$ cat src/rtl/mmu_chk_pkg.sv
package mmu_chk_pkg;
   localparam logic [1:0] ACC_LOAD  = 2'd0;
   localparam logic [1:0] ACC_STORE = 2'd1;

   localparam logic [4:0] CAUSE_NONE      = 5'd0;
   localparam logic [4:0] CAUSE_UNALIGNED = 5'd8;
   localparam logic [4:0] CAUSE_SUPER     = 5'd11;
   localparam logic [4:0] CAUSE_TLB_MISS  = 5'd12;
   localparam logic [4:0] CAUSE_PERM_R    = 5'd13;
   localparam logic [4:0] CAUSE_PERM_W    = 5'd14;
   localparam logic [4:0] CAUSE_PERM_X    = 5'd15;

   function automatic logic is_fetch(input logic [1:0] t);
      return t[1];
   endfunction
endpackage

$ cat src/rtl/mmu_align_chk.sv
module mmu_align_chk #(
   parameter int AW          = 32,
   parameter bit CHECK_ALIGN = 1'b1
) (
   input  logic [AW-1:0] addr,
   input  logic [1:0]    size,
   output logic          misaligned
);
   generate
      if (CHECK_ALIGN) begin : g_check
         always_comb begin
            case (size)
               2'd0:    misaligned = 1'b0;
               2'd1:    misaligned = addr[0];
               default: misaligned = |addr[1:0];
            endcase
         end
      end else begin : g_nocheck
         assign misaligned = 1'b0;
      end
   endgenerate
endmodule

$ cat src/rtl/mmu_region_class.sv
module mmu_region_class #(
   parameter int          AW          = 32,
   parameter logic [31:0] BYPASS_BASE = 32'hC000_0000,
   parameter logic [31:0] USER_LIMIT  = 32'h8000_0000
) (
   input  logic [AW-1:0] addr,
   input  logic          super_mode,
   input  logic          present,
   output logic          identity,
   output logic          user_viol
);
   localparam logic [AW-1:0] BYP = AW'(BYPASS_BASE);
   localparam logic [AW-1:0] ULIM = AW'(USER_LIMIT);

   generate
      if (BYPASS_BASE < USER_LIMIT) begin : g_bad_windows
         $error("bypass window must lie inside the privileged-only window");
      end
   endgenerate

   always_comb begin
      identity  = !present || (super_mode && addr >= BYP);
      user_viol = present && !super_mode && addr >= ULIM;
   end
endmodule

$ cat src/rtl/mmu_tlb_judge.sv
module mmu_tlb_judge
   import mmu_chk_pkg::*;
#(
   parameter int AW        = 32,
   parameter int PAGE_BITS = 12
) (
   input  logic [AW-1:0]           addr,
   input  logic [1:0]              acc_type,
   input  logic                    hit,
   input  logic [AW-PAGE_BITS-1:0] vpn,
   input  logic [AW-PAGE_BITS-1:0] ppn,
   input  logic [2:0]              perm,
   output logic                    granted,
   output logic [AW-1:0]           paddr,
   output logic [4:0]              cause
);
   localparam int VPN_W = AW - PAGE_BITS;

   logic          need;
   logic [VPN_W-1:0] page_delta;

   always_comb begin
      if (is_fetch(acc_type))       need = perm[2];
      else if (acc_type == ACC_STORE) need = perm[1];
      else                            need = perm[0];

      granted    = hit && need;
      page_delta = addr[AW-1:PAGE_BITS] - vpn;
      paddr      = {ppn + page_delta, addr[PAGE_BITS-1:0]};

      if (!hit)                       cause = CAUSE_TLB_MISS;
      else if (need)                  cause = CAUSE_NONE;
      else if (is_fetch(acc_type))    cause = CAUSE_PERM_X;
      else if (acc_type == ACC_STORE) cause = CAUSE_PERM_W;
      else                            cause = CAUSE_PERM_R;
   end
endmodule

$ cat src/rtl/mmu_fault_regs.sv
module mmu_fault_regs
   import mmu_chk_pkg::*;
#(
   parameter int          AW          = 32,
   parameter int          PAGE_BITS   = 12,
   parameter int unsigned PTBASE_INIT = 0
) (
   input  logic          clk,
   input  logic          rst_n,
   input  logic          commit,
   input  logic          set_bad,
   input  logic          set_tlb,
   input  logic          set_exc,
   input  logic          fetch,
   input  logic [AW-1:0] addr,
   output logic [AW-1:0] badaddr,
   output logic [AW-1:0] pteaddr,
   output logic          tlb_d,
   output logic [AW-1:0] exc
);
   localparam int VPN_W  = AW - PAGE_BITS;
   localparam int BASE_LO = VPN_W + 2;
   localparam int BASE_W  = AW - BASE_LO;

   generate
      if (BASE_W < 1) begin : g_bad_page
         $error("page size leaves no room for the table base field");
      end
   endgenerate

   logic [BASE_W-1:0] base_q;
   logic [VPN_W-1:0]  vpn_q;

   always_ff @(posedge clk) begin
      if (!rst_n) begin
         badaddr <= '0;
         base_q  <= BASE_W'(PTBASE_INIT);
         vpn_q   <= '0;
         tlb_d   <= 1'b0;
         exc     <= '0;
      end else if (commit) begin
         if (set_bad) badaddr <= addr;
         if (set_tlb) begin
            vpn_q <= addr[AW-1:PAGE_BITS];
            tlb_d <= !fetch;
         end
         if (set_exc) exc <= AW'({CAUSE_UNALIGNED, 2'b00});
      end
   end

   assign pteaddr = {base_q, vpn_q, 2'b00};
endmodule

$ cat src/rtl/mmu_access_check.sv
module mmu_access_check
   import mmu_chk_pkg::*;
#(
   parameter int          AW          = 32,
   parameter int          PAGE_BITS   = 12,
   parameter bit          CHECK_ALIGN = 1'b1,
   parameter int unsigned PTBASE_INIT = 0
) (
   input  logic                    clk,
   input  logic                    rst_n,
   input  logic                    req_valid,
   output logic                    req_ready,
   input  logic [AW-1:0]           req_addr,
   input  logic [1:0]              req_size,
   input  logic [1:0]              req_type,
   input  logic                    req_super,
   input  logic                    req_probe,
   input  logic                    mmu_present,
   input  logic                    tlb_hit,
   input  logic [AW-PAGE_BITS-1:0] tlb_vpn,
   input  logic [AW-PAGE_BITS-1:0] tlb_ppn,
   input  logic [2:0]              tlb_perm,
   output logic                    rsp_valid,
   output logic                    rsp_ok,
   output logic [AW-1:0]           rsp_paddr,
   output logic [4:0]              rsp_cause,
   output logic [AW-1:0]           reg_badaddr,
   output logic [AW-1:0]           reg_pteaddr,
   output logic                    reg_tlbmisc_d,
   output logic [AW-1:0]           reg_exception
);
   generate
      if (AW != 32) begin : g_bad_aw
         $error("region windows assume a 32-bit address");
      end
      if (PAGE_BITS < 2 || PAGE_BITS >= AW - 2) begin : g_bad_pb
         $error("PAGE_BITS out of range");
      end
   endgenerate

   logic          misaligned, identity, user_viol, granted;
   logic [AW-1:0] xlate;
   logic [4:0]    tlb_cause;

   mmu_align_chk #(.AW(AW), .CHECK_ALIGN(CHECK_ALIGN)) u_align (
      .addr(req_addr), .size(req_size), .misaligned(misaligned));

   mmu_region_class #(.AW(AW)) u_region (
      .addr(req_addr), .super_mode(req_super), .present(mmu_present),
      .identity(identity), .user_viol(user_viol));

   mmu_tlb_judge #(.AW(AW), .PAGE_BITS(PAGE_BITS)) u_judge (
      .addr(req_addr), .acc_type(req_type), .hit(tlb_hit), .vpn(tlb_vpn),
      .ppn(tlb_ppn), .perm(tlb_perm), .granted(granted), .paddr(xlate),
      .cause(tlb_cause));

   logic          d_ok, f_bad, f_tlb, f_exc;
   logic [4:0]    d_cause;
   logic [AW-1:0] d_pa;

   always_comb begin
      d_ok = 1'b0; d_cause = CAUSE_NONE; d_pa = '0;
      f_bad = 1'b0; f_tlb = 1'b0; f_exc = 1'b0;
      if (misaligned) begin
         d_cause = CAUSE_UNALIGNED; f_bad = 1'b1; f_exc = 1'b1;
      end else if (identity) begin
         d_ok = 1'b1; d_pa = req_addr;
      end else if (user_viol) begin
         d_cause = CAUSE_SUPER; f_bad = 1'b1;
      end else if (granted) begin
         d_ok = 1'b1; d_pa = xlate;
      end else begin
         d_cause = tlb_cause; f_bad = 1'b1; f_tlb = 1'b1;
      end
   end

   mmu_fault_regs #(.AW(AW), .PAGE_BITS(PAGE_BITS), .PTBASE_INIT(PTBASE_INIT)) u_regs (
      .clk(clk), .rst_n(rst_n), .commit(req_valid && !req_probe),
      .set_bad(f_bad), .set_tlb(f_tlb), .set_exc(f_exc),
      .fetch(is_fetch(req_type)), .addr(req_addr),
      .badaddr(reg_badaddr), .pteaddr(reg_pteaddr), .tlb_d(reg_tlbmisc_d),
      .exc(reg_exception));

   assign req_ready = 1'b1;

   always_ff @(posedge clk) begin
      if (!rst_n) begin
         rsp_valid <= 1'b0;
         rsp_ok    <= 1'b0;
         rsp_paddr <= '0;
         rsp_cause <= CAUSE_NONE;
      end else begin
         rsp_valid <= req_valid;
         if (req_valid) begin
            rsp_ok    <= d_ok;
            rsp_paddr <= d_pa;
            rsp_cause <= d_cause;
         end
      end
   end

   assert_resp_follows_R12: assert property (@(posedge clk) disable iff (!rst_n)
      req_valid |=> rsp_valid);
   assert_resp_idle_R12: assert property (@(posedge clk) disable iff (!rst_n)
      !req_valid |=> !rsp_valid);
   assert_ok_iff_nocause_R6: assert property (@(posedge clk) disable iff (!rst_n)
      rsp_valid |-> (rsp_ok == (rsp_cause == CAUSE_NONE)));
   assert_probe_quiet_R10: assert property (@(posedge clk) disable iff (!rst_n)
      (req_valid && req_probe) |=> ($stable(reg_badaddr) && $stable(reg_pteaddr)
                                    && $stable(reg_tlbmisc_d) && $stable(reg_exception)));
   assert_nommu_identity_R2: assert property (@(posedge clk) disable iff (!rst_n)
      (req_valid && !mmu_present && !misaligned) |=> (rsp_ok && rsp_paddr == $past(req_addr)));
   assert_user_high_fault_R4: assert property (@(posedge clk) disable iff (!rst_n)
      (req_valid && mmu_present && !req_super && req_addr[AW-1] && !misaligned)
      |=> (rsp_cause == CAUSE_SUPER));
   assert_unaligned_exc_R11: assert property (@(posedge clk) disable iff (!rst_n)
      (req_valid && !req_probe && misaligned) |=> (reg_exception == AW'(32'h20)));
endmodule

$ cat config.mk
export PLATFORM = sky130hd
export DESIGN_NAME = mmu_access_check
export DESIGN_NICKNAME = d
export VERILOG_FILES = /design/src/rtl/mmu_chk_pkg.sv /design/src/rtl/mmu_align_chk.sv /design/src/rtl/mmu_region_class.sv /design/src/rtl/mmu_tlb_judge.sv /design/src/rtl/mmu_fault_regs.sv /design/src/rtl/mmu_access_check.sv
export SDC_FILE = /design/constraint.sdc
export NUM_CORES = 1
export LEC_CHECK = 0
export BUFFER_PORTS_ARGS = -buffer_cell sky130_fd_sc_hd__buf_2
export CAP_MARGIN = 20
export CORE_MARGIN = 2
export CORE_UTILIZATION = 53
export DETAILED_ROUTE_END_ITERATION = 7
export PLACE_DENSITY = 0.86
export SLEW_MARGIN = 20
export SYNTH_ARGS = -nofsm -noshare
export SYNTH_HDL_FRONTEND = slang
export SYNTH_SLANG_ARGS = --single-unit
$ cat constraint.sdc
create_clock -name clk -period 7.4 [get_ports clk]
set_input_delay 1.11 -clock clk [delete_from_list [all_inputs] [get_ports clk]]
set_output_delay 1.11 -clock clk [all_outputs]
set_load 0.005 [all_outputs]
## Yosys cells after proc, flatten, opt, wreduce, memory -nomap -nowiden

Index checks and enable logic that the tools add are counted.

| word-level totals | value |
|---|---|
| register bits | 93 |
| latch bits | 0 |
| RAM bits | 0 |
| ROM bits | 0 |
| input bits | 86 |
| memories | 0 |

| operators by class | value |
|---|---|
| $add $sub $neg | 2 |
| multiply operators | 0 |
| divide/modulo/power cells | 0 |
| $lt $le $gt $ge | 2 |
| equal/unequal tests | 2 |
| shift-type cells | 0 |
| multiplexer cells | 27 |
| bitwise logic cells | 0 |
| reduce and logical (&&, ||, !) cells | 15 |

Operator list:

| kind | count |
|---|---|
| $mux 32 | 4 |
| $ge 32x32->1 const B | 2 |
| $mux 5 | 7 |
| $add 20x20->20 | 1 |
| $sub 20x20->20 | 1 |
| $mux 1 | 14 |
| $reduce_and 2->1 | 3 |
| $logic_and 1x1->1 | 5 |
| $eq 2x1->1 const B | 2 |
| $logic_not 1->1 | 4 |
| $logic_not 2->1 | 1 |
| $mux 2 | 1 |
| $pmux 1 s2 | 1 |
| $reduce_or 2->1 | 1 |
| $logic_or 1x1->1 | 1 |

## Logic depth before layout (Yosys ltp)

Gate-level depths: netlist of run 1.

| logic depth | value |
|---|---|
| depth after elaboration | 9 |
| depth in mapped cells | 13 |
| gate-level depth less buffers | 13 |

## Hierarchy

A second synthesis of run 1 with hierarchy kept.

| unflattened totals | value |
|---|---|
| cell total of the unflattened synthesis | 742 |
| area total of the unflattened synthesis | 6334.8 um^2 |

Modules (own cells, without submodules):

| module | times used | cells an instance | area each (um^2) | seq. area each (um^2) |
|---|---|---|---|---|
| mmu_fault_regs | 1 | 289 | 2651.3 | 1081.0 |
| mmu_tlb_judge | 1 | 269 | 1914.3 | 0.0 |
| mmu_access_check | 1 | 178 | 1739.2 | 780.7 |
| mmu_region_class | 1 | 3 | 17.5 | 0.0 |
| mmu_align_chk | 1 | 3 | 12.5 | 0.0 |

## Worst setup path before layout of run 1

Ideal clock, no wire load.

| path | value |
|---|---|
| path kind | in2reg |
| from | input port req_addr[18] |
| to | register rsp_paddr[31] |
| library setup time | 0.122 ns |
| data arrival time | 3.298 ns |
| required time | 7.278 ns |
| slack | 3.981 ns |
| cell stages on the path | 12 |
| buffers on the path | 1 |
| path through | inv_1 > fa_1 > inv_1 > ha_1 > buf_6 > a21o_1 > a21oi_2 > o21ai_1 > a211o_1 > a21oi_2 > xnor2_1 > o311a_1 |

| on the way | value |
|---|---|
| word-level cells in the longest chain between the ends | 6 |

Ends and longest elaborated chain:

| item | line | RTL |
|---|---|---|
| start: declaration | mmu_access_check.sv:13 | `input logic [AW-1:0] req_addr,` |
| $sub 20x20->20 | mmu_tlb_judge.sv:28 | `page_delta = addr[AW-1:PAGE_BITS] - vpn;` |
| $add 20x20->20 | mmu_tlb_judge.sv:29 | `paddr = {ppn + page_delta, addr[PAGE_BITS-1:0]};` |
| $mux 32 | mmu_access_check.sv:70 | `end else if (granted) begin` |
| $mux 32 | mmu_access_check.sv:68 | `end else if (user_viol) begin` |
| $mux 32 (*) | mmu_access_check.sv:66 | `end else if (identity) begin` |
| $mux 32 (*) | mmu_access_check.sv:64 | `if (misaligned) begin` |
| end signal: assignment | mmu_access_check.sv:96 | `rsp_paddr <= d_pa;` |
| end: declaration | mmu_access_check.sv:25 | `output logic [AW-1:0] rsp_paddr,` |

Every way passes the cells marked *; elsewhere a longest branch is shown, timed or not.
A chain may end at the register's enable or synchronous reset.

## Final worst setup path of run 1

| path | value |
|---|---|
| from | input port req_addr[13] |
| to | register rsp_paddr[25] |

Same word-level chain as after synthesis.

==> results of run 1 <==
[per-layer routing]
metal,global-route usage,vias up,wire length (um)
met5,0,-,0
met4,0.08256,0,220
met3,0.03951,20,973
met2,0.4045,217,6874
met1,0.3276,2303,6146
li1,-,2407,-
[power breakdown]
group | switching (W) | internal, W | leakage (nW)
Combinational | 0.000209 | 0.000152 | 2.42
Sequential | 0.00000884 | 0.000513 | 0.747
Clock | 0.000203 | 0.000128 | 0.0886
[layout make-up]
| type | instances | share of cell area |
|---|---|---|
| Inverter | 80 | 0.04580 |
| Tap cell | 136 | 0.02595 |
| Timing Repair Buffer | 179 | 0.1374 |
| Multi-Input combinational cell | 458 | 0.4823 |
| Sequential cell | 92 | 0.2809 |
| Clock buffer | 9 | 0.01889 |
| Clock inverter | 7 | 0.008779 |
[per-stage QoR]
stage / setup WS [ps] / hold WS [ps]
floorplan: 3981 / 451.4
detailed placement: 3568 / 442.3
CTS: 3957 / 456.3
global route: 3789 / 481.9
finish: 3969 / 454.3
global placement: 3588 / 439.0
[state kept, by name, indices dropped and copies added, names as in the netlist]
signal,count
rsp_cause,4
rsp_ok,1
rsp_paddr,32
rsp_valid,1
u_regs.badaddr,32
u_regs.exc,1
u_regs.tlb_d,1
u_regs.vpn_q,20
[cell families (layout without fill, tap and decap cells)]
| kind of cell | after synthesis | in the layout | synth area share |
|---|---|---|---|
| xor+xnor | 19 | 19 | 0.02967 |
| buf+inv | 155 | 275 | 0.1390 |
| other cells | 2 | 45 | 0.001339 |
| mux | 22 | 22 | 0.03970 |
| fa+ha+maj | 39 | 39 | 0.1124 |
| simple gates | 177 | 177 | 0.1524 |
| compound gates | 156 | 156 | 0.1972 |
| flops | 92 | 92 | 0.3284 |
[worst max-delay path by stage]
stage	endpoint	slack [ps]	cells after the start
after floorplan	rsp_paddr[31]$_SDFFE_PN0P_	3980	12
after global routing	rsp_paddr[25]$_SDFFE_PN0P_	3790	12
after global placement	rsp_paddr[25]$_SDFFE_PN0P_	3590	12
after CTS	rsp_paddr[25]$_SDFFE_PN0P_	3960	12
after detailed placement	rsp_paddr[25]$_SDFFE_PN0P_	3570	12
final	rsp_paddr[25]$_SDFFE_PN0P_	3970	12
[worst max-delay path, delay by kind of cell]
family | cells | cell delay (ps)
compound gates | 4 | 970
xor+xnor | 1 | 160
fa+ha+maj | 2 | 860
buf+inv | 3 | 250
simple gates | 2 | 340
[layout by cell type (no fill, tap or decap), types with 3 or more instances in the layout]
cell,synthesis,layout
a21boi_0,5,5
a22oi_1,21,21
a22o_1,10,10
a21oi_2,5,4
nand2b_1,6,6
and2_1,9,9
mux2i_1,20,20
nor2b_1,44,44
xnor2_1,12,12
a21boi_1,30,30
inv_1,80,79
o2bb2ai_1,8,8
a21o_1,9,9
ha_1,20,20
a31oi_1,4,4
o21ai_1,7,7
fa_1,19,19
clkbuf_8,0,9
nand2_1,85,85
xor2_1,7,7
a211oi_1,4,4
and3_1,3,3
buf_2,5,177
o21ai_0,13,13
dfxtp_1,92,92
nor2_1,12,12
inv_6,0,3
nand3_1,9,9
conb_1,2,45
a21oi_1,22,22
==> impl_metrics.py, run 1 <==
metrics = {
    "run_status": {
        "status": "finished, final reports clean",
    },
    "clock_network": {
        "post_cts.repair.setup_buffers": 0,
        "cts_root_buf": "clkbuf_8",
        "cts.path.max_buffers": 2,
        "cts.htree.levels": 3,
        "clk_pin_slew_ps": 100,
        "cts_sinks": 92,
        "cts_resized": 0,
        "cts_made_buffers": 9,
        "cts_tree": "yes",
        "cts_hold_buffers": 0,
        "insertion_delay_ps": 360,
    },
    "worst_setup_path": {
        "cp_slowest_stage_delay_ps": 590,
        "crit_required_ps": 7650,
        "cp-start-kind": "primary input",
        "rr_startpoint": "rsp_paddr[24]$_SDFFE_PN0P_",
        "cp_common_cell": "inv_1",
        "r2r_setup_slack_ps": 6440,
        "crit_path_end_kind": "flip-flop",
        "crit_path_start": "req_addr[13]",
        "arrival_ps": 3680,
        "r2r_cells": 4,
        "path_class": "in -> reg",
        "critical_path.cell_chain": "buf_2 > inv_1 > fa_1 > inv_1 > ha_1 > a21o_1 > nand4_1 > a2111oi_0 > nor3_1 > xnor2_1 > a22oi_1 > o22ai_1",
        "r2r_end": "rsp_paddr[24]$_SDFFE_PN0P_",
        "path_max_fanout": 4,
        "crit_slowest_cell": "fa_1",
    },
    "power_and_ir_drop": {
        "ir_drop_uv": 90.65,
        "finalPower_w": 0.001213,
        "pwr_density_cell_nw_per_um2": 185.0,
        "p_leak_nw": 3.255,
    },
    "layout": {
        "final_cells": 961,
        "fin_area_sq_um": 6556,
        "area.sequential_sq_um": 1842,
        "nNetsFinal": 945,
        "drive_gt1_frac": 0.2485,
        "multi_input_area_sq_um": 3162,
        "fillers": 923,
        "area_delta_synth_final_pct": 16.89,
        "n_antenna_cell": 0,
        "fin_util": 0.6379,
    },
    "logic_synthesis": {
        "yosysTopAreaCell": "dfxtp_1",
        "async_flop_share": 0,
        "synth-edff-count": 0,
        "synth_cell_type_count": 52,
        "synth_warnings": 0,
        "yosysSeqAreaShare": 0.3284,
        "ys_ff_latch": 92,
        "syn_area_per_cell_sq_um": 8.473,
        "netlist_area_sq_um": 5609,
        "netlist_instances": 662,
        "synthFlopType": "dfxtp_1",
        "synth_area_leaders": "dfxtp_1 33%, fa_1 6.8%, buf_4 6.0%",
        "synthTopCellsByCount": "92 x dfxtp_1, 85 x nand2_1, 80 x inv_1",
        "yosysMostFrequentCell": "dfxtp_1",
        "synth_top_area_share": 0.3284,
    },
    "timing": {
        "setup_viol": 0,
        "slew_violations": 0,
        "min_period_over_period": 0.4636,
        "fin_worst_skew_ps": 0,
        "fmax_ghz": 0.2915,
        "finalHoldViolations": 0,
        "grt_setup_unrepaired": "no",
        "fin_crit_ps": 3431,
        "worst-slew-pin-transition_ps": 1074,
        "setup_tns_ps": 0,
        "slew-limit-headroom": 0.2798,
    },
    "route": {
        "vias": 4947,
        "wl_um": 14210,
        "antenna_left": 0,
        "wire_per_inst_um": 14.79,
        "drtPass1Iterations": 5,
        "drt_iter0_markers": 257,
        "drcViolationCount": 0,
        "via_per_inst": 5.148,
    },
    "floorplanning": {
        "die_area_sq_um": 11420,
        "initial_utilization": 0.5458,
        "die_w_um": 106.9,
        "die_h_um": 106.9,
        "core_sq_um": 10280,
        "io_pins": 223,
        "rows": 37,
    },
    "min_path": {
        "hp-start": "u_regs.badaddr[15]$_SDFFE_PN0P_",
        "hold_end": "u_regs.badaddr[15]$_SDFFE_PN0P_",
        "hp-class": "reg -> reg",
        "min_path_cells": 2,
    },
    "placed_design": {
        "place_congestion": 0.9167,
        "dp_hpwl_um": 10340,
        "placed_area_sq_um": 6375,
        "io_buffer_count": 177,
        "dp_cells": 945,
    },
    "job": {
        "cap_violations": 0,
    },
    "global_routing": {
        "grt_start_max_net_pins": 94,
        "track_usage": 0.2452,
        "grt-ovfl-total": 0,
        "grt_pass1_vias": 4570,
        "grt_pass1_wl_um": 22210,
        "antenna_found_initial": 0,
    },
}
No activity file was read; power rests on OpenSTA's default activity.
==> run 2, diff against run 1 <==
Settings changed: CORE_UTILIZATION 53 to 45, PLACE_DENSITY 0.86 to 0.78.
Clock period 7.4 ns to 3 ns, I/O delays scaled along.
==> run 2 against run 1 <==
  * Core utilization down 6.2 points
  * Cell count increased by 7.1%
  * Setup slack worse by 3700 ps
  * Worst hold slack got worse by 110 ps
  * Global-route usage decreased by 2.3 points
  * Clock skew stayed put
  * First-iteration DRC count up 1.6%
  * Combinational power rose to 2.7 times the previous value
  * Count of clock-buffer cells in the layout did not move
  * Sequential cell count did not move
  * Final area is 6.4% higher
  * Die area is 17% higher
==> impl_metrics.py, run 2 (synthesized netlist as in run 1, its figures left out) <==
metrics = {
    "min_path": {
        "hp-start": "req_addr[9]",
        "hold_end": "u_regs.badaddr[9]$_SDFFE_PN0P_",
        "min_path_cells": 3,
        "hp-class": "in -> reg",
    },
    "layout": {
        "n_antenna_cell": 0,
        "final_common_cell": "buf_2",
        "drive_gt1_frac": 0.2799,
        "area_delta_synth_final_pct": 24.40,
        "fillers": 1179,
        "reg_top3": "rsp_paddr x32, u_regs.badaddr x32, u_regs.vpn_q x20",
        "fin_area_sq_um": 6978,
        "nNetsFinal": 983,
        "layout.cells.most_common_list": "177 x buf_2, 92 x dfxtp_1, 85 x nand2_1",
        "area.sequential_sq_um": 1842,
        "fin_util": 0.5761,
        "multi_input_area_sq_um": 3162,
    },
    "job": {
        "cap_violations": 0,
    },
    "clock_network": {
        "cts_hold_buffers": 0,
        "cts.path.max_buffers": 2,
        "insertion_delay_ps": 340,
        "cts_tree": "yes",
        "cts_resized": 0,
        "clk_pin_slew_ps": 70,
        "post_cts.repair.setup_buffers": 0,
        "cts_made_buffers": 9,
        "cts.htree.levels": 3,
        "cts_root_buf": "clkbuf_16",
        "cts_sinks": 92,
    },
    "placed_design": {
        "placed_area_sq_um": 6713,
        "place_congestion": 0.9254,
        "dp_hpwl_um": 11420,
        "io_buffer_count": 177,
        "post-place-ws_ps": -113.0,
    },
    "worst_setup_path": {
        "crit_required_ps": 3240,
        "cp-start-kind": "primary input",
        "crit_path_start": "req_addr[13]",
        "path_max_fanout": 3,
        "path_class": "in -> reg",
        "r2r_setup_slack_ps": 2090,
        "r2r_cells": 4,
        "crit_path_end_kind": "flip-flop",
        "rr_startpoint": "rsp_paddr[24]$_SDFFE_PN0P_",
        "r2r_end": "rsp_paddr[24]$_SDFFE_PN0P_",
        "arrival_ps": 2980,
    },
    "timing": {
        "setup_viol": 0,
        "slew-limit-headroom": 0.4995,
        "worst-slew-pin-transition_ps": 750.8,
        "fmax_ghz": 0.3659,
        "slew_violations": 0,
        "finalHoldViolations": 0,
        "fin_crit_ps": 2733,
        "layout_setup_ws_ps": 267.1,
        "grt_setup_unrepaired": "no",
        "min_period_over_period": 0.9110,
        "fin_worst_skew_ps": 0,
    },
    "route": {
        "antenna_left": 0,
        "drcViolationCount": 0,
        "via_per_inst": 4.837,
        "wire_per_inst_um": 14.63,
        "drt_iter0_markers": 261,
        "vias": 4977,
        "drtPass1Iterations": 4,
        "wl_um": 15050,
    },
    "global_routing": {
        "grt_pass1_vias": 4634,
        "grt_pass1_wl_um": 23050,
        "grt.busiest_layer": "met2",
        "grt_use_met1": 0.2866,
        "met3_usage": 0.05178,
        "track_usage": 0.2225,
        "grt_start_max_net_pins": 49,
        "grt_use_met2": 0.3712,
        "antenna_found_initial": 0,
        "grt-ovfl-total": 0,
    },
    "power_and_ir_drop": {
        "p_leak_nw": 3.480,
        "pwr_density_cell_nw_per_um2": 472.8,
        "ir_drop_uv": 257.4,
    },
    "floorplanning": {
        "core_sq_um": 12110,
        "rows": 40,
        "die_w_um": 115.6,
        "die_area_sq_um": 13370,
        "initial_utilization": 0.4631,
        "io_pins": 223,
        "die_h_um": 115.6,
    },
    "run_status": {
        "status": "finished, final reports clean",
    },
}
run 2: cell count changes in the layout (fill, tap and decap cells not counted), moves of 2 or more:
cell	before	now
buf_4	2	39
clkbuf_16	0	9
clkbuf_8	9	0
inv_6	3	1
run 2: final cells by class:
class	count	area share
multi-input combinational	458	0.4531
sequential	92	0.2639
timing repair buffer	217	0.1718
inverter	80	0.04303
clock buffer	9	0.03228
tap	168	0.03012
clock inverter	5	0.005738
run 2: metal layers:
layer | up-vias | wire [um]
met5 | - | 0
met3 | 12 | 990
met4 | 0 | 167
met2 | 169 | 7280
met1 | 2314 | 6614
li1 | 2482 | -
run 2: stage by stage:
step	TNS [ps]	std cells	total power (W)	hold WS, ps
6_report	0	1029	0.003299	345.8
3_3_place_gp	0	1015	0.002265	437.6
5_1_grt	0	1029	0.003497	352.7
3_5_place_dp	-204.5	1015	0.002276	442.0
2_1_floorplan	0	705	0.001975	451.4
4_1_cts	0	1029	0.003339	334.1
run 2: how the worst max path moves through the flow:
stage                                             to  slack [ps]  cells past startpoint
final                     rsp_paddr[29]$_SDFFE_PN0P_         270                     13
after global routing      rsp_paddr[29]$_SDFFE_PN0P_          60                     13
after CTS                 rsp_paddr[29]$_SDFFE_PN0P_         260                     13
after detailed placement  rsp_paddr[29]$_SDFFE_PN0P_        -110                     13
after global placement    rsp_paddr[29]$_SDFFE_PN0P_           3                     13
after floorplan           rsp_paddr[31]$_SDFFE_PN0P_         240                     12
run 2: power breakdown:
part	total, W	leakage [nW]	switching (W)	internal [W]
combinational	0.000965	2.61	0.000524	0.000441
clock	0.00105	0.120	0.000491	0.000556
sequential	0.00129	0.747	0.0000211	0.00127
run 2: critical path, cell delays in order:
cell and delay [ps]:
buf_2 90, inv_1 60, fa_1 560, inv_1 50, ha_1 270, a21o_1 120, nand4_1 170, a2111oi_0 550
nor3_1 100, buf_4 160, o21ai_1 150, xor2_1 80, a22o_1 170
==> run 3, diff against run 2 <==
Settings changed: ABC_AREA set to 1, SLEW_MARGIN 20 to unset.
==> run 3 against run 2 <==
  * Sequential share of layout area grew 0.46 points
  * First-iteration DRC count grew 23%
  * Sequential power is essentially flat
  * Non-clock buffer count shrank 25
  * Routed wire length grew 15%
  * Core utilization shrank 2.6 points
  * Sequential cell count is the same
  * Critical endpoint is now rsp_paddr[25]$_SDFFE_PN0P_
==> impl_metrics.py, run 3 <==
metrics = {
    "run_status": {
        "status": "finished, final reports clean",
    },
    "clock_network": {
        "cts.htree.levels": 3,
        "cts_made_buffers": 9,
        "cts_resized": 0,
        "cts_root_buf": "clkbuf_16",
        "post_cts.repair.setup_buffers": 0,
        "cts_tree": "yes",
        "insertion_delay_ps": 340,
        "cts.path.max_buffers": 2,
        "clk_pin_slew_ps": 60,
        "cts_sinks": 92,
        "cts_hold_buffers": 0,
    },
    "route": {
        "wire_per_inst_um": 14.87,
        "drcViolationCount": 0,
        "antenna_left": 0,
        "drtPass1Iterations": 5,
        "vias": 5620,
        "drt_iter0_markers": 321,
        "via_per_inst": 4.841,
        "wl_um": 17260,
    },
    "worst_setup_path": {
        "rr_startpoint": "u_regs.vpn_q[12]$_SDFFE_PN0P_",
        "crit_required_ps": 3200,
        "crit_slowest_cell": "fa_1",
        "cpLargestDelayFamily": "simple AND/OR/NAND/NOR gates",
        "path_class": "in -> reg",
        "critical_path.cell_chain": "buf_2 > inv_1 > fa_1 > inv_1 > ha_1 > nand3_1 > nand3_1 > nand2_1 > nand2_1 > nand3_1 > nand2_1 > nand2_1 > nand3_1 > nand2_1 > nand2_1 > a21oi_1",
        "path_max_fanout": 5,
        "critPathBufInv": 3,
        "cp_common_cell": "nand2_1",
        "cp-start-kind": "primary input",
        "arrival_ps": 2670,
        "crit_path_end_kind": "flip-flop",
        "cp_slowest_stage_delay_ps": 560,
        "crit_path_start": "req_addr[14]",
    },
    "global_routing": {
        "antenna_found_initial": 0,
        "track_usage": 0.2523,
        "grt-ovfl-total": 0,
        "grt_start_max_net_pins": 44,
        "grt_pass1_vias": 5252,
        "grt_pass1_wl_um": 26390,
    },
    "timing": {
        "slew_violations": 0,
        "fin_crit_ps": 2465,
        "worst-slew-pin-transition_ps": 802.0,
        "fmax_ghz": 0.4056,
        "finalHoldViolations": 0,
        "grt_setup_unrepaired": "no",
        "fin_worst_skew_ps": 0,
        "min_period_over_period": 0.8218,
        "setup_viol": 0,
        "slew-limit-headroom": 0.4645,
        "setup_tns_ps": 0,
    },
    "layout": {
        "reg_top3": "rsp_paddr x32, u_regs.badaddr x32, u_regs.vpn_q x20",
        "final_common_cell": "nand2_1",
        "layout.cells.most_common_list": "211 x nand2_1, 177 x buf_2, 116 x inv_1",
        "drive_gt1_frac": 0.2245,
        "nNetsFinal": 1110,
        "area_delta_synth_final_pct": 20.67,
        "n_antenna_cell": 0,
    },
    "floorplanning": {
        "die_h_um": 116.4,
        "die_area_sq_um": 13540,
        "io_pins": 223,
        "initial_utilization": 0.4559,
        "die_w_um": 116.4,
        "core_sq_um": 12470,
        "rows": 41,
    },
    "placed_design": {
        "place_congestion": 0.9828,
        "io_buffer_count": 177,
        "dp_hpwl_um": 13060,
    },
    "power_and_ir_drop": {
        "p_leak_nw": 3.584,
        "finalPower_w": 0.003390,
        "pwr_density_cell_nw_per_um2": 494.3,
        "ir_drop_uv": 339.8,
    },
    "logic_synthesis": {
        "ys_ff_latch": 92,
        "netlist_instances": 814,
        "async_flop_share": 0,
        "synthTopCellsByCount": "211 x nand2_1, 116 x inv_1, 109 x a21oi_1",
        "synth_top_area_share": 0.3241,
        "synthFlopType": "dfxtp_1",
        "yosysSeqAreaShare": 0.3241,
        "synth_cell_type_count": 35,
        "synth_area_leaders": "dfxtp_1 32%, nand2_1 14%, a21oi_1 9.6%",
        "synth-edff-count": 0,
        "synth_warnings": 0,
        "syn_area_per_cell_sq_um": 6.982,
        "netlist_area_sq_um": 5683,
        "yosysTopAreaCell": "dfxtp_1",
        "yosysMostFrequentCell": "nand2_1",
    },
    "job": {
        "cap_violations": 0,
    },
    "min_path": {
        "hp-start": "req_valid",
        "hp-class": "in -> reg",
    },
}
-- run 3: changes by cell type in the layout (fill, tap and decap cells not counted), moves of 8 or more --
cell,change
a21boi_1,-30
a21o_1,-9
a21oi_1,+87
a22o_1,-10
a22oi_1,-21
buf_4,-24
inv_1,+36
mux2i_1,-20
nand2_1,+126
nand3_1,+47
nor2_1,+17
nor2b_1,-44
o21ai_0,+15
o2bb2ai_1,-8
-- run 3: worst register-to-register path: cells and delay by family (launching register included) --
family          cells  cell delay [ps]
flops               1              320
compound gates      2              230
-- run 3: power breakdown --
part | switching, W | leakage (nW) | internal [W]
Sequential | 0.0000236 | 0.748 | 0.00127
Combinational | 0.000624 | 2.70 | 0.000366
Clock | 0.000481 | 0.141 | 0.000625
Total | 0.00113 | 3.58 | 0.00226
-- run 3: per-layer routing --
layer,track usage,wire (um),vias to the layer above
met4,0.08413,369,0
met3,0.05968,1324,26
met1,0.3265,7592,2521
met2,0.4155,7973,248
met5,0,0,-
li1,-,-,2825
-- run 3: kinds of logic after synthesis --
group,share of synthesized area
compound gates,0.1389
xor+xnor,0.01541
fa+ha+maj,0.1110
buf+inv,0.1642
flops,0.3241
other cells,0.001321
simple gates,0.2450
-- run 3: area by class of cell --
| type | count | area, sq um |
|---|---|---|
| tap | 172 | 215.2 |
| inverter | 118 | 442.9 |
| multi-input combinational | 572 | 3072 |
| timing repair buffer | 192 | 998.5 |
| clock buffer | 12 | 266.5 |
| clock inverter | 3 | 21.27 |
| sequential | 92 | 1842 |
| fill | 1269 | 5608 |
-- run 3: metrics by stage --
step                      worst slack (ps)  instance area (sq um)  hold slack [ps]  utilization  std cells
after floorplan                      621.2                   5844            440.3            -        857
after global placement               163.2                   6570            431.5       0.5271       1146
after detailed placement             181.5                   6570            432.9       0.5271       1146
after CTS                            541.0                   6858            307.3       0.5501       1161
after global routing                 246.8                   6858            327.8       0.5501       1161
final                                534.6                   6858            311.3       0.5501       1161
-- run 3: final timing paths --
check | to | cells past startpoint | slack, ps
setup / recovery | rsp_paddr[25]$_SDFFE_PN0P_ | 16 | 530
hold / removal | rsp_valid$_SDFF_PN0_ | 3 | 310
setup reg to reg | u_regs.vpn_q[12]$_SDFFE_PN0P_ | 2 | 2320
hold reg to reg | u_regs.vpn_q[14]$_SDFFE_PN0P_ | 2 | 440
